File: config.mk
export PLATFORM = sky130hd
export DESIGN_NAME = aud_serial_port
export DESIGN_NICKNAME = d
export VERILOG_FILES = /design/src/rtl/aud_port_pkg.sv /design/src/rtl/aud_edge_sync.sv /design/src/rtl/aud_slot_timer.sv /design/src/rtl/aud_rx_deser.sv /design/src/rtl/aud_tx_ser.sv /design/src/rtl/aud_serial_port.sv
export SDC_FILE = /design/constraint.sdc
export NUM_CORES = 1
export LEC_CHECK = 0
export BUFFER_PORTS_ARGS = -buffer_cell sky130_fd_sc_hd__buf_2
export CORE_ASPECT_RATIO = 1.4
export CORE_UTILIZATION = 60
export CTS_CLUSTER_SIZE = 10
export DETAILED_ROUTE_END_ITERATION = 12
export PLACE_DENSITY_LB_ADDON = 0.05
export SLEW_MARGIN = 20
export SYNTH_ARGS = -nofsm -noshare
export SYNTH_HDL_FRONTEND = slang
export SYNTH_HIERARCHICAL = 1
export SYNTH_SLANG_ARGS = --single-unit
File: constraint.sdc
create_clock -name clk -period 8.06 [get_ports clk]
set_input_delay 1.612 -clock clk [delete_from_list [all_inputs] [get_ports clk]]
set_output_delay 1.612 -clock clk [all_outputs]
set_load 0.05 [all_outputs]
File: src/rtl/aud_port_pkg.sv
package aud_port_pkg;
  parameter int SAMPLE_W = 24;
  parameter int MAX_WORD = 32;
  parameter int CNT_W    = 7;
  parameter int POS_W    = $clog2(MAX_WORD) + 1;

  typedef enum logic [1:0] {
    FMT_I2S = 2'd0,
    FMT_LJ  = 2'd1,
    FMT_RJ  = 2'd2,
    FMT_DSP = 2'd3
  } fmt_e;

  typedef struct packed {
    logic             active;
    logic             right;
    logic [POS_W-1:0] pos;
  } slot_t;

  // Effective wire word length for a format and length code.
  function automatic logic [POS_W-1:0] word_bits(fmt_e f, logic [1:0] wl);
    logic [POS_W-1:0] w;
    case (wl)
      2'd0:    w = POS_W'(16);
      2'd1:    w = POS_W'(20);
      2'd2:    w = POS_W'(24);
      default: w = (f == FMT_RJ) ? POS_W'(24) : POS_W'(MAX_WORD);
    endcase
    return w;
  endfunction

  // Map a bit-clock index (and half length) onto channel and word position.
  function automatic slot_t slot_decode(fmt_e f, logic [POS_W-1:0] w, logic late,
                                        logic lr, logic [CNT_W-1:0] cnt,
                                        logic [CNT_W-1:0] hlen);
    slot_t            s;
    logic [CNT_W-1:0] wc;
    logic [CNT_W-1:0] start;
    logic [CNT_W-1:0] rel;
    logic             ok;
    wc    = CNT_W'(w);
    s     = '0;
    start = '0;
    ok    = 1'b1;
    case (f)
      FMT_I2S: begin start = CNT_W'(1); s.right = lr; end
      FMT_LJ:  begin start = '0;        s.right = ~lr; end
      FMT_RJ:  begin start = hlen - wc; s.right = ~lr; ok = (hlen >= wc); end
      default: begin start = late ? CNT_W'(1) : '0; s.right = (cnt >= start + wc); end
    endcase
    rel = cnt - start;
    if (f == FMT_DSP) begin
      s.active = (cnt >= start) && (rel < (wc << 1));
      if (s.right) rel = rel - wc;
    end else begin
      s.active = ok && (cnt >= start) && (rel < wc);
    end
    s.pos = rel[POS_W-1:0];
    return s;
  endfunction
endpackage

File: src/rtl/aud_edge_sync.sv
module aud_edge_sync #(
  parameter int STAGES = 2
) (
  input  logic clk,
  input  logic rst_n,
  input  logic bclk_i,
  input  logic lrclk_i,
  input  logic sdin_i,
  output logic rise_o,
  output logic fall_o,
  output logic lr_o,
  output logic din_o
);
  localparam int LAST = STAGES - 1;

  logic [2:0] pipe [STAGES];
  logic       bclk_d;

  always_ff @(posedge clk or negedge rst_n) begin
    if (!rst_n) begin
      for (int i = 0; i < STAGES; i++) pipe[i] <= '0;
      bclk_d <= 1'b0;
    end else begin
      pipe[0] <= {bclk_i, lrclk_i, sdin_i};
      for (int i = 1; i < STAGES; i++) pipe[i] <= pipe[i-1];
      bclk_d <= pipe[LAST][2];
    end
  end

  assign rise_o = pipe[LAST][2] & ~bclk_d;
  assign fall_o = ~pipe[LAST][2] & bclk_d;
  assign lr_o   = pipe[LAST][1];
  assign din_o  = pipe[LAST][0];
endmodule

File: src/rtl/aud_slot_timer.sv
module aud_slot_timer
  import aud_port_pkg::*;
(
  input  logic             clk,
  input  logic             rst_n,
  input  logic             en,
  input  fmt_e             fmt,
  input  logic             rise,
  input  logic             lr,
  output logic             chg,
  output logic [CNT_W-1:0] eff_cnt,
  output logic [CNT_W-1:0] eff_hlen
);
  localparam logic [CNT_W-1:0] CNT_MAX = '1;

  logic [CNT_W-1:0] cnt, hlen, inc;
  logic             lr_last;

  always_comb begin
    chg      = (fmt == FMT_DSP) ? (lr & ~lr_last) : (lr ^ lr_last);
    inc      = (cnt == CNT_MAX) ? cnt : cnt + 1'b1;
    eff_cnt  = chg ? '0 : inc;
    eff_hlen = (chg && fmt != FMT_DSP) ? inc : hlen;
  end

  always_ff @(posedge clk or negedge rst_n) begin
    if (!rst_n) begin
      cnt     <= CNT_MAX;
      hlen    <= '0;
      lr_last <= 1'b0;
    end else if (!en) begin
      cnt     <= CNT_MAX;
      hlen    <= '0;
      lr_last <= lr;
    end else if (rise) begin
      cnt     <= eff_cnt;
      hlen    <= eff_hlen;
      lr_last <= lr;
    end
  end
endmodule

File: src/rtl/aud_rx_deser.sv
module aud_rx_deser
  import aud_port_pkg::*;
(
  input  logic                clk,
  input  logic                rst_n,
  input  logic                en,
  input  logic                rise,
  input  slot_t               slot,
  input  logic [POS_W-1:0]    w,
  input  logic                din,
  input  logic                rx_ready,
  output logic                rx_valid,
  output logic [SAMPLE_W-1:0] rx_left,
  output logic [SAMPLE_W-1:0] rx_right
);
  localparam logic [POS_W-1:0] SW = POS_W'(SAMPLE_W);

  logic [MAX_WORD-1:0] sh, sh_next;
  logic [SAMPLE_W-1:0] conv, hold;
  logic                take, done;

  always_comb begin
    sh_next = {sh[MAX_WORD-2:0], din};
    if (w == POS_W'(MAX_WORD)) conv = sh_next[MAX_WORD-1 -: SAMPLE_W];
    else                       conv = sh_next[SAMPLE_W-1:0] << (SW - w);
    take = rise && slot.active;
    done = take && (slot.pos == w - 1'b1);
  end

  always_ff @(posedge clk or negedge rst_n) begin
    if (!rst_n) begin
      sh       <= '0;
      hold     <= '0;
      rx_valid <= 1'b0;
      rx_left  <= '0;
      rx_right <= '0;
    end else if (!en) begin
      hold     <= '0;
      rx_valid <= 1'b0;
    end else begin
      if (rx_valid && rx_ready) rx_valid <= 1'b0;
      if (take) sh <= sh_next;
      if (done) begin
        if (!slot.right) begin
          hold <= conv;
        end else begin
          rx_left  <= hold;
          rx_right <= conv;
          rx_valid <= 1'b1;
        end
      end
    end
  end
endmodule

File: src/rtl/aud_tx_ser.sv
module aud_tx_ser
  import aud_port_pkg::*;
(
  input  logic                clk,
  input  logic                rst_n,
  input  logic                en,
  input  logic                fall,
  input  slot_t               slot,
  input  logic                frame_start,
  input  logic                tx_valid,
  input  logic [SAMPLE_W-1:0] tx_left,
  input  logic [SAMPLE_W-1:0] tx_right,
  output logic                tx_ready,
  output logic                sdout,
  output logic                sdout_oe
);
  localparam int IDX_W = $clog2(SAMPLE_W);
  localparam logic [POS_W-1:0] TOP = POS_W'(SAMPLE_W - 1);

  logic [SAMPLE_W-1:0] buf_l, buf_r, cur_l, cur_r, sh_l, sh_r, samp;
  logic [POS_W-1:0]    idx;
  logic                buf_full, load, bit_out;

  assign tx_ready = en & ~buf_full;

  always_comb begin
    load  = fall && frame_start;
    cur_l = sh_l;
    cur_r = sh_r;
    if (load) begin
      cur_l = buf_full ? buf_l : '0;
      cur_r = buf_full ? buf_r : '0;
    end
    samp    = slot.right ? cur_r : cur_l;
    idx     = TOP - slot.pos;
    bit_out = slot.active && (slot.pos <= TOP) && samp[idx[IDX_W-1:0]];
  end

  always_ff @(posedge clk or negedge rst_n) begin
    if (!rst_n) begin
      buf_l    <= '0;
      buf_r    <= '0;
      buf_full <= 1'b0;
      sh_l     <= '0;
      sh_r     <= '0;
      sdout    <= 1'b0;
      sdout_oe <= 1'b0;
    end else if (!en) begin
      buf_full <= 1'b0;
      sh_l     <= '0;
      sh_r     <= '0;
      sdout    <= 1'b0;
      sdout_oe <= 1'b0;
    end else begin
      sdout_oe <= 1'b1;
      if (tx_valid && tx_ready) begin
        buf_l    <= tx_left;
        buf_r    <= tx_right;
        buf_full <= 1'b1;
      end
      if (load) begin
        sh_l <= cur_l;
        sh_r <= cur_r;
        if (buf_full) buf_full <= 1'b0;
      end
      if (fall) sdout <= bit_out;
    end
  end
endmodule

File: src/rtl/aud_serial_port.sv
module aud_serial_port
  import aud_port_pkg::*;
#(
  parameter int SYNC_STAGES = 2
) (
  input  logic                clk,
  input  logic                rst_n,
  input  logic                en,
  input  logic [1:0]          fmt,
  input  logic [1:0]          wlen,
  input  logic                dsp_late,
  input  logic                bclk,
  input  logic                lrclk,
  input  logic                sdin,
  output logic                sdout,
  output logic                sdout_oe,
  input  logic                tx_valid,
  output logic                tx_ready,
  input  logic [SAMPLE_W-1:0] tx_left,
  input  logic [SAMPLE_W-1:0] tx_right,
  output logic                rx_valid,
  input  logic                rx_ready,
  output logic [SAMPLE_W-1:0] rx_left,
  output logic [SAMPLE_W-1:0] rx_right
);
  fmt_e             fmt_q;
  logic             rise_p, fall_p, lr_s, din_s, chg;
  logic [CNT_W-1:0] eff_cnt, eff_hlen;
  logic [POS_W-1:0] w;
  slot_t            slot;
  logic             frame_start;

  assign fmt_q = fmt_e'(fmt);
  assign w     = word_bits(fmt_q, wlen);

  aud_edge_sync #(.STAGES(SYNC_STAGES)) sync_i (
    .clk(clk), .rst_n(rst_n), .bclk_i(bclk), .lrclk_i(lrclk), .sdin_i(sdin),
    .rise_o(rise_p), .fall_o(fall_p), .lr_o(lr_s), .din_o(din_s)
  );

  aud_slot_timer timer_i (
    .clk(clk), .rst_n(rst_n), .en(en), .fmt(fmt_q), .rise(rise_p), .lr(lr_s),
    .chg(chg), .eff_cnt(eff_cnt), .eff_hlen(eff_hlen)
  );

  always_comb begin
    slot        = slot_decode(fmt_q, w, dsp_late, lr_s, eff_cnt, eff_hlen);
    frame_start = chg && !slot.right && (eff_cnt == '0);
  end

  aud_rx_deser rx_i (
    .clk(clk), .rst_n(rst_n), .en(en), .rise(rise_p), .slot(slot), .w(w),
    .din(din_s), .rx_ready(rx_ready), .rx_valid(rx_valid),
    .rx_left(rx_left), .rx_right(rx_right)
  );

  aud_tx_ser tx_i (
    .clk(clk), .rst_n(rst_n), .en(en), .fall(fall_p), .slot(slot),
    .frame_start(frame_start), .tx_valid(tx_valid), .tx_left(tx_left),
    .tx_right(tx_right), .tx_ready(tx_ready), .sdout(sdout), .sdout_oe(sdout_oe)
  );
endmodule

==> reports/results.tsv, run 1 <==
metric	value	unit
overall power	3.099	mW
Placement Cell Area	13190	um2
Hold Violations, Final	0	
synthesized area per cell	11.08	um2
number of I/O pins	113	
crit path max fanout	62	
number of global-route vias before repair	9176	
fmax	0.1439	GHz
Power Dens Cells	222.3	nW/um2
cell area after layout	13940	um2
synth-to-layout area growth	11.08	%
clock skew	0.01377	ns
first-iteration detailed-routing DRC count	378	
most frequent CP cell	ha_1	
RSZ-0062 raised after global routing	no	
Max Cap Viol	0	
# H-tree levels	1	
Vias/cell	6.193	
status	complete, no violations	
DR WL/cell	19.04	um
Clock Sinks	225	
Worst setup SP type	primary input	
Synth top cells by count	dfrtp_1 (218), mux2_2 (125), nand2_1 (72)	
Antenna Nets Post-Route	0	
Seq pwr share	0.398	
clk root buf	clkbuf_16	
DRC Markers	0	
synthesized area	12550	um2
maximum vdd drop	0.1578	mV
IO buf count	112	
slowest cell on the critical path	or4_1	
pin count of the biggest net entering global routing	94	
Internal	2.164	mW
Worst slew margin	0.3398	
die area	21510	um2
setup violators final	0	
Hold WS	0.3483	ns
DRT Pass-1 Iters	5	
Distinct cells, synth	97	
P_leak	6.478	nW
Post-synth EDFFs	0	
Seq cells post-synth	225	
Global Route met2 Usage	0.4429	
post-synthesis sequential area ratio	0.4493	
ANT cells	0	
Gate power share	0.262	
layout cell share with drive strength beyond 1	0.2793	
routed via count	9190	
HPWL Detailed	19520	um
CORE AREA	20480	um2
type of the worst setup path	primary input to flip-flop	
final net count	1307	
Critical Path RT	8.45	ns
ys async rst share	1.000	
Chip Height	173.1	um
hold crit path type	flip-flop to flip-flop	
area leader, netlist	dfrtp_1	
Yosys warning count	6	
setup repair bufs after CTS	0	
clock network fraction of design power	0.339	
gr busiest metal	met2	
worst skew pair latency	0.52	ns
CTS tree	done	
met3 Track Usage GR	0.03032	
global placement routability congestion	0.8660	
most common cell in the netlist	dfrtp_1	
Die X-Extent	124.2	um
Routed Wire Length	28260	um
CTS Hold Bufs	0	
utilization after layout	0.6807	
Max Slew Vio Count	0	
Switch Pwr	0.9346	mW
fin crit period	6.950	ns
Initial Util	0.6128	
Worst Path Arrival	7.34	ns
post-CTS sizing	0	
Crit. End Element	flip-flop	
met1 GRT Util	0.3578	
TNS Setup	0	ns
CTS Buf Count	26	
initial antenna violation count	0	
Fillers	1616	
Clk pin slew, worst setup/hold paths	0.05	ns
fin crit share	0.8623	
sw frac	0.3016	
worst-margin pin slew	0.9828	ns
area share of the largest cell type after synthesis	0.4347	
first-pass GRT wire length	47320	um
Main synth FF type	dfrtp_1	
largest cells by area after synthesis	dfrtp_1 (43%), mux2_2 (11%), mux4_2 (3.9%)	
Clock Path Buffers	3	
critical-path cell list	buf_2 > inv_1 > ha_1 > nor2b_1 > nor2b_1 > xnor2_1 > ha_1 > a21oi_1 > xnor2_1 > nand2_1 > ha_1 > nand2_1 > a21oi_1 > a211o_1 > xor2_1 > ha_1 > or3_1 > a2111o_1 > a32oi_1 > nand3_1 > or4_1 > or3_2 > buf_4 > mux2_1	
synthesized instance count	1133	
global-route usage over all layers	0.2686	
worst stage delay on the critical path	0.49	ns
global route overflow	0	
# rows	62	
-- final timing paths --
| kind | startpoint | end | slack (ns) | cells past startpoint |
|---|---|---|---|---|
| setup / recovery | fmt[0] | rx_i/rx_left[7]$_DFFE_PN0P_ | 1.11 | 24 |
| hold / removal | sync_i/pipe[4]$_DFF_PN0_ | sync_i/lr_o$_DFF_PN0_ | 0.35 | 0 |
| setup reg to reg | timer_i/cnt[0]$_DFFE_PN1P_ | rx_i/rx_left[7]$_DFFE_PN0P_ | 1.44 | 25 |
| hold reg to reg | sync_i/pipe[4]$_DFF_PN0_ | sync_i/lr_o$_DFF_PN0_ | 0.35 | 0 |
| max in group asynchronous | rst_n | rx_i/sh[28]$_DFFE_PN0P_ | 5.61 | 2 |
| min in group asynchronous | rst_n | sync_i/lr_o$_DFF_PN0_ | 1.10 | 1 |
-- final cells by class --
class / instances / area, um2 / area share
tap: 256 / 320.3 / 0.02298
timing repair buffer: 128 / 690.7 / 0.04954
clock buffer: 36 / 709.4 / 0.05089
multi-input combinational: 789 / 6365 / 0.4566
sequential: 225 / 5639 / 0.4045
inverter: 49 / 186.4 / 0.01337
clock inverter: 1 / 30.03 / 0.002154
-- per-layer routing --
metal  up-vias  part of all wire  routed length [um]
met5         -                 0                   0
li1       4304                 -                   -
met2       285              0.48               13570
met1      4528              0.43               12220
met4         0             0.041                1147
met3        73             0.047                1315
-- worst max-delay path: cells and delay by family --
family / cells / cell delay [ns]
AOI/OAI and AO/OA: 5 / 1.18
muxes: 1 / 0.40
buffers and inverters: 3 / 0.56
adders and majority gates: 4 / 1.02
and+or+nand+nor: 8 / 2.07
xor gates and xnor gates: 3 / 0.46
-- registers in the layout (all words and copies together), names as in the netlist, 4 cells and up --
register	flops
rx_i/rx_right	24
rx_i/sh	31
timer_i/cnt	7
timer_i/hlen	7
rx_i/rx_left	24
tx_i/sh_l	24
sync_i/pipe	4
tx_i/sh_r	24
tx_i/buf_r	24
rx_i/hold	24
tx_i/buf_l	24
-- through the flow --
stage,std cells,worst slack [ns]
4_1_cts,1484,1.182
3_5_place_dp,1447,0.6461
5_1_grt,1484,0.6872
6_report,1484,1.110
2_1_floorplan,1136,1.266
3_3_place_gp,1447,0.7725
-- layout by cell type, fill, tap and decap left out, types with 5 or more instances in the layout --
| cell type | instances |
|---|---|
| nor2b_1 | 39 |
| nand2_1 | 71 |
| mux2i_1 | 37 |
| a21oi_1 | 39 |
| a21o_1 | 6 |
| mux2_2 | 125 |
| o21a_1 | 11 |
| a22oi_1 | 17 |
| and3_1 | 17 |
| clkbuf_1 | 9 |
| dfstp_2 | 7 |
| o21ai_1 | 22 |
| dfrtp_1 | 218 |
| buf_2 | 111 |
| xnor2_1 | 10 |
| a221o_1 | 5 |
| nor3_1 | 6 |
| mux4_2 | 22 |
| nand3_1 | 22 |
| nor2_1 | 38 |
| o21ai_0 | 48 |
| ha_1 | 26 |
| o211ai_1 | 17 |
| and2_1 | 34 |
| inv_1 | 42 |
| a211oi_1 | 5 |
| o2bb2ai_1 | 13 |
| clkbuf_16 | 27 |
| a31oi_1 | 6 |
| xor2_1 | 7 |
| buf_4 | 16 |
| and4_1 | 12 |
| nand4_1 | 16 |
| a22o_1 | 13 |
-- power by group through the flow --
stage	logic, mW	clock network (mW)	registers, mW
floorplan	0.612	0	1.24
global placement	0.786	0	1.25
detailed placement	0.796	0	1.25
CTS	0.805	1.08	1.23
global route	0.892	1.12	1.24
finish	0.813	1.05	1.23
-- kinds of logic (layout without fill, tap and decap cells) --
| group | Yosys count | count (layout) | synth area share |
|---|---|---|---|
| other | 1 | 4 | 0.0002988 |
| buffers and inverters | 122 | 214 | 0.04725 |
| multiplexers | 190 | 190 | 0.1874 |
| flip-flops | 225 | 225 | 0.4493 |
| adder cells (fa/ha/maj) | 27 | 27 | 0.02751 |
| AO/OA/AOI/OAI | 252 | 252 | 0.1391 |
| AND/OR/NAND/NOR | 294 | 294 | 0.1301 |
| XOR/XNOR | 22 | 22 | 0.01904 |
Note: power is estimated with default switching activity, not from simulation.
==> run 2, diff against run 1 <==
- GPL_TIMING_DRIVEN: unset -> 0
==> reports/results.tsv, run 2 (synthesized netlist as in run 1, its figures left out) <==
metric	value	unit
first-iteration detailed-routing DRC count	432	
type of the worst setup path	primary input to flip-flop	
fmax	0.1355	GHz
Critical Path RT	8.45	ns
die area	21510	um2
worst skew pair latency	0.53	ns
Hold WS	0.3506	ns
Worst setup SP type	primary input	
Crit. End Element	flip-flop	
hold crit path type	flip-flop to flip-flop	
global route overflow	0	
CORE AREA	20480	um2
Clock Sinks	225	
status	complete, no violations	
final net count	1366	
TNS Setup	0	ns
most flop-heavy register	rx_i/sh	
Max Cap Viol	0	
crit path max fanout	10	
commonest non-fill, non-tap cell in the layout	dfrtp_1	
clock skew	0.01128	ns
DR WL/cell	19.92	um
most frequent cells in the layout	dfrtp_1 (218), buf_2 (138), mux2_2 (125), nand2_1 (72), o21ai_0 (48)	
routed via count	9495	
Antenna Nets Post-Route	0	
# H-tree levels	1	
global placement routability congestion	0.9398	
Clock Path Buffers	3	
setup violators final	0	
first-pass GRT wire length	50660	um
Hold Violations, Final	0	
Clk pin slew, worst setup/hold paths	0.05	ns
post-CTS sizing	0	
layout cell share with drive strength beyond 1	0.2849	
Initial Util	0.6128	
Finished Layout Cells	1544	
clk root buf	clkbuf_16	
Worst slew margin	0.3936	
number of global-route vias before repair	9682	
setup repair bufs after CTS	0	
# rows	62	
DP Cell Count	1506	
CTS Hold Bufs	0	
worst-margin pin slew	0.9062	ns
Max Slew Vio Count	0	
HPWL Detailed	22880	um
Vias/cell	6.150	
DRC Markers	0	
pin count of the biggest net entering global routing	86	
CTS Buf Count	26	
Worst Path Arrival	7.77	ns
number of I/O pins	113	
overall power	3.098	mW
RSZ-0062 raised after global routing	no	
global-route usage over all layers	0.2918	
max reg flops	31	
fin crit share	0.9154	
IO buf count	112	
Routed Wire Length	30760	um
synth-to-layout area growth	13.35	%
CTS tree	done	
fin crit period	7.378	ns
DRT Pass-1 Iters	5	
Power Dens Cells	217.8	nW/um2
P_leak	6.644	nW
Chip Height	173.1	um
initial antenna violation count	0	
maximum vdd drop	0.1901	mV
Die X-Extent	124.2	um
ANT cells	0	
[run 2: cell count changes in the layout (fill, tap and decap cells not counted), sizes merged]
cell    previous run  this run
clkbuf            36        66
clkinv             3         4
bufinv             1         0
buf              128       158
[run 2: layout make-up]
cell class / count / area, um2
repair buffers: 114 / 625.6
clock inverters: 1 / 5.005
flip-flops and latches: 225 / 5639
clock buffers: 37 / 713.2
inverters: 49 / 186.4
fillers: 1663 / 6254
multi-input cells: 789 / 6330
well taps: 256 / 320.3
plain buffers: 73 / 406.6
[run 2: where the power goes]
| group | switching [mW] | leakage [nW] | internal (mW) |
|---|---|---|---|
| clock | 0.429 | 0.348 | 0.602 |
| combinational | 0.483 | 3.31 | 0.350 |
| sequential | 0.0401 | 2.99 | 1.20 |
[run 2: worst paths after layout]
path / to / depth (start not counted) / slack, ns / start
max in group asynchronous: rx_i/rx_right[8]$_DFFE_PN0P_ / 2 / 6.23 / rst_n
min reg2reg: sync_i/din_o$_DFF_PN0_ / 0 / 0.35 / sync_i/pipe[3]$_DFF_PN0_
min in group asynchronous: timer_i/hlen[4]$_DFFE_PN0P_ / 1 / 1.04 / rst_n
max reg2reg: rx_i/hold[4]$_DFFE_PN0P_ / 27 / 1.25 / timer_i/cnt[1]$_DFFE_PN1P_
min: sync_i/din_o$_DFF_PN0_ / 0 / 0.35 / sync_i/pipe[3]$_DFF_PN0_
max: rx_i/hold[4]$_DFFE_PN0P_ / 21 / 0.68 / wlen[1]
[run 2: worst max-delay path, stage by stage]
cell,delay [ns]
buf_2,0.11
buf_4,0.16
nor2_1,0.69
ha_1,0.39
or3_1,0.36
ha_1,0.39
a21oi_1,0.23
a21oi_1,0.12
a211o_1,0.32
xor2_1,0.17
ha_1,0.21
or3_1,0.34
a2111o_1,0.41
a32oi_1,0.30
nand3_1,0.11
or4_1,0.52
nor3_1,0.54
nor2b_1,0.09
clkbuf_1,0.20
clkbuf_1,0.29
o2bb2ai_1,0.19
[run 2: metrics by stage]
step                setup WS (ns)  utilization  area (um2)
CTS                        0.7127       0.6946       14230
global placement           0.2214       0.6564       13440
detailed placement         0.1835       0.6596       13510
floorplan                   1.266            -       12560
global route               0.1855       0.6946       14230
finish                     0.6819       0.6946       14230
[run 2: layer usage]
| layer | share of wire | vias to the layer above | wire (um) | GRT usage |
|---|---|---|---|---|
| li1 | - | 4426 | - | - |
| met1 | 0.40 | 4676 | 12220 | 0.3486 |
| met2 | 0.51 | 299 | 15810 | 0.5228 |
| met3 | 0.040 | 94 | 1236 | 0.02723 |
| met4 | 0.049 | 0 | 1493 | 0.1461 |
| met5 | 0 | - | 0 | 0 |
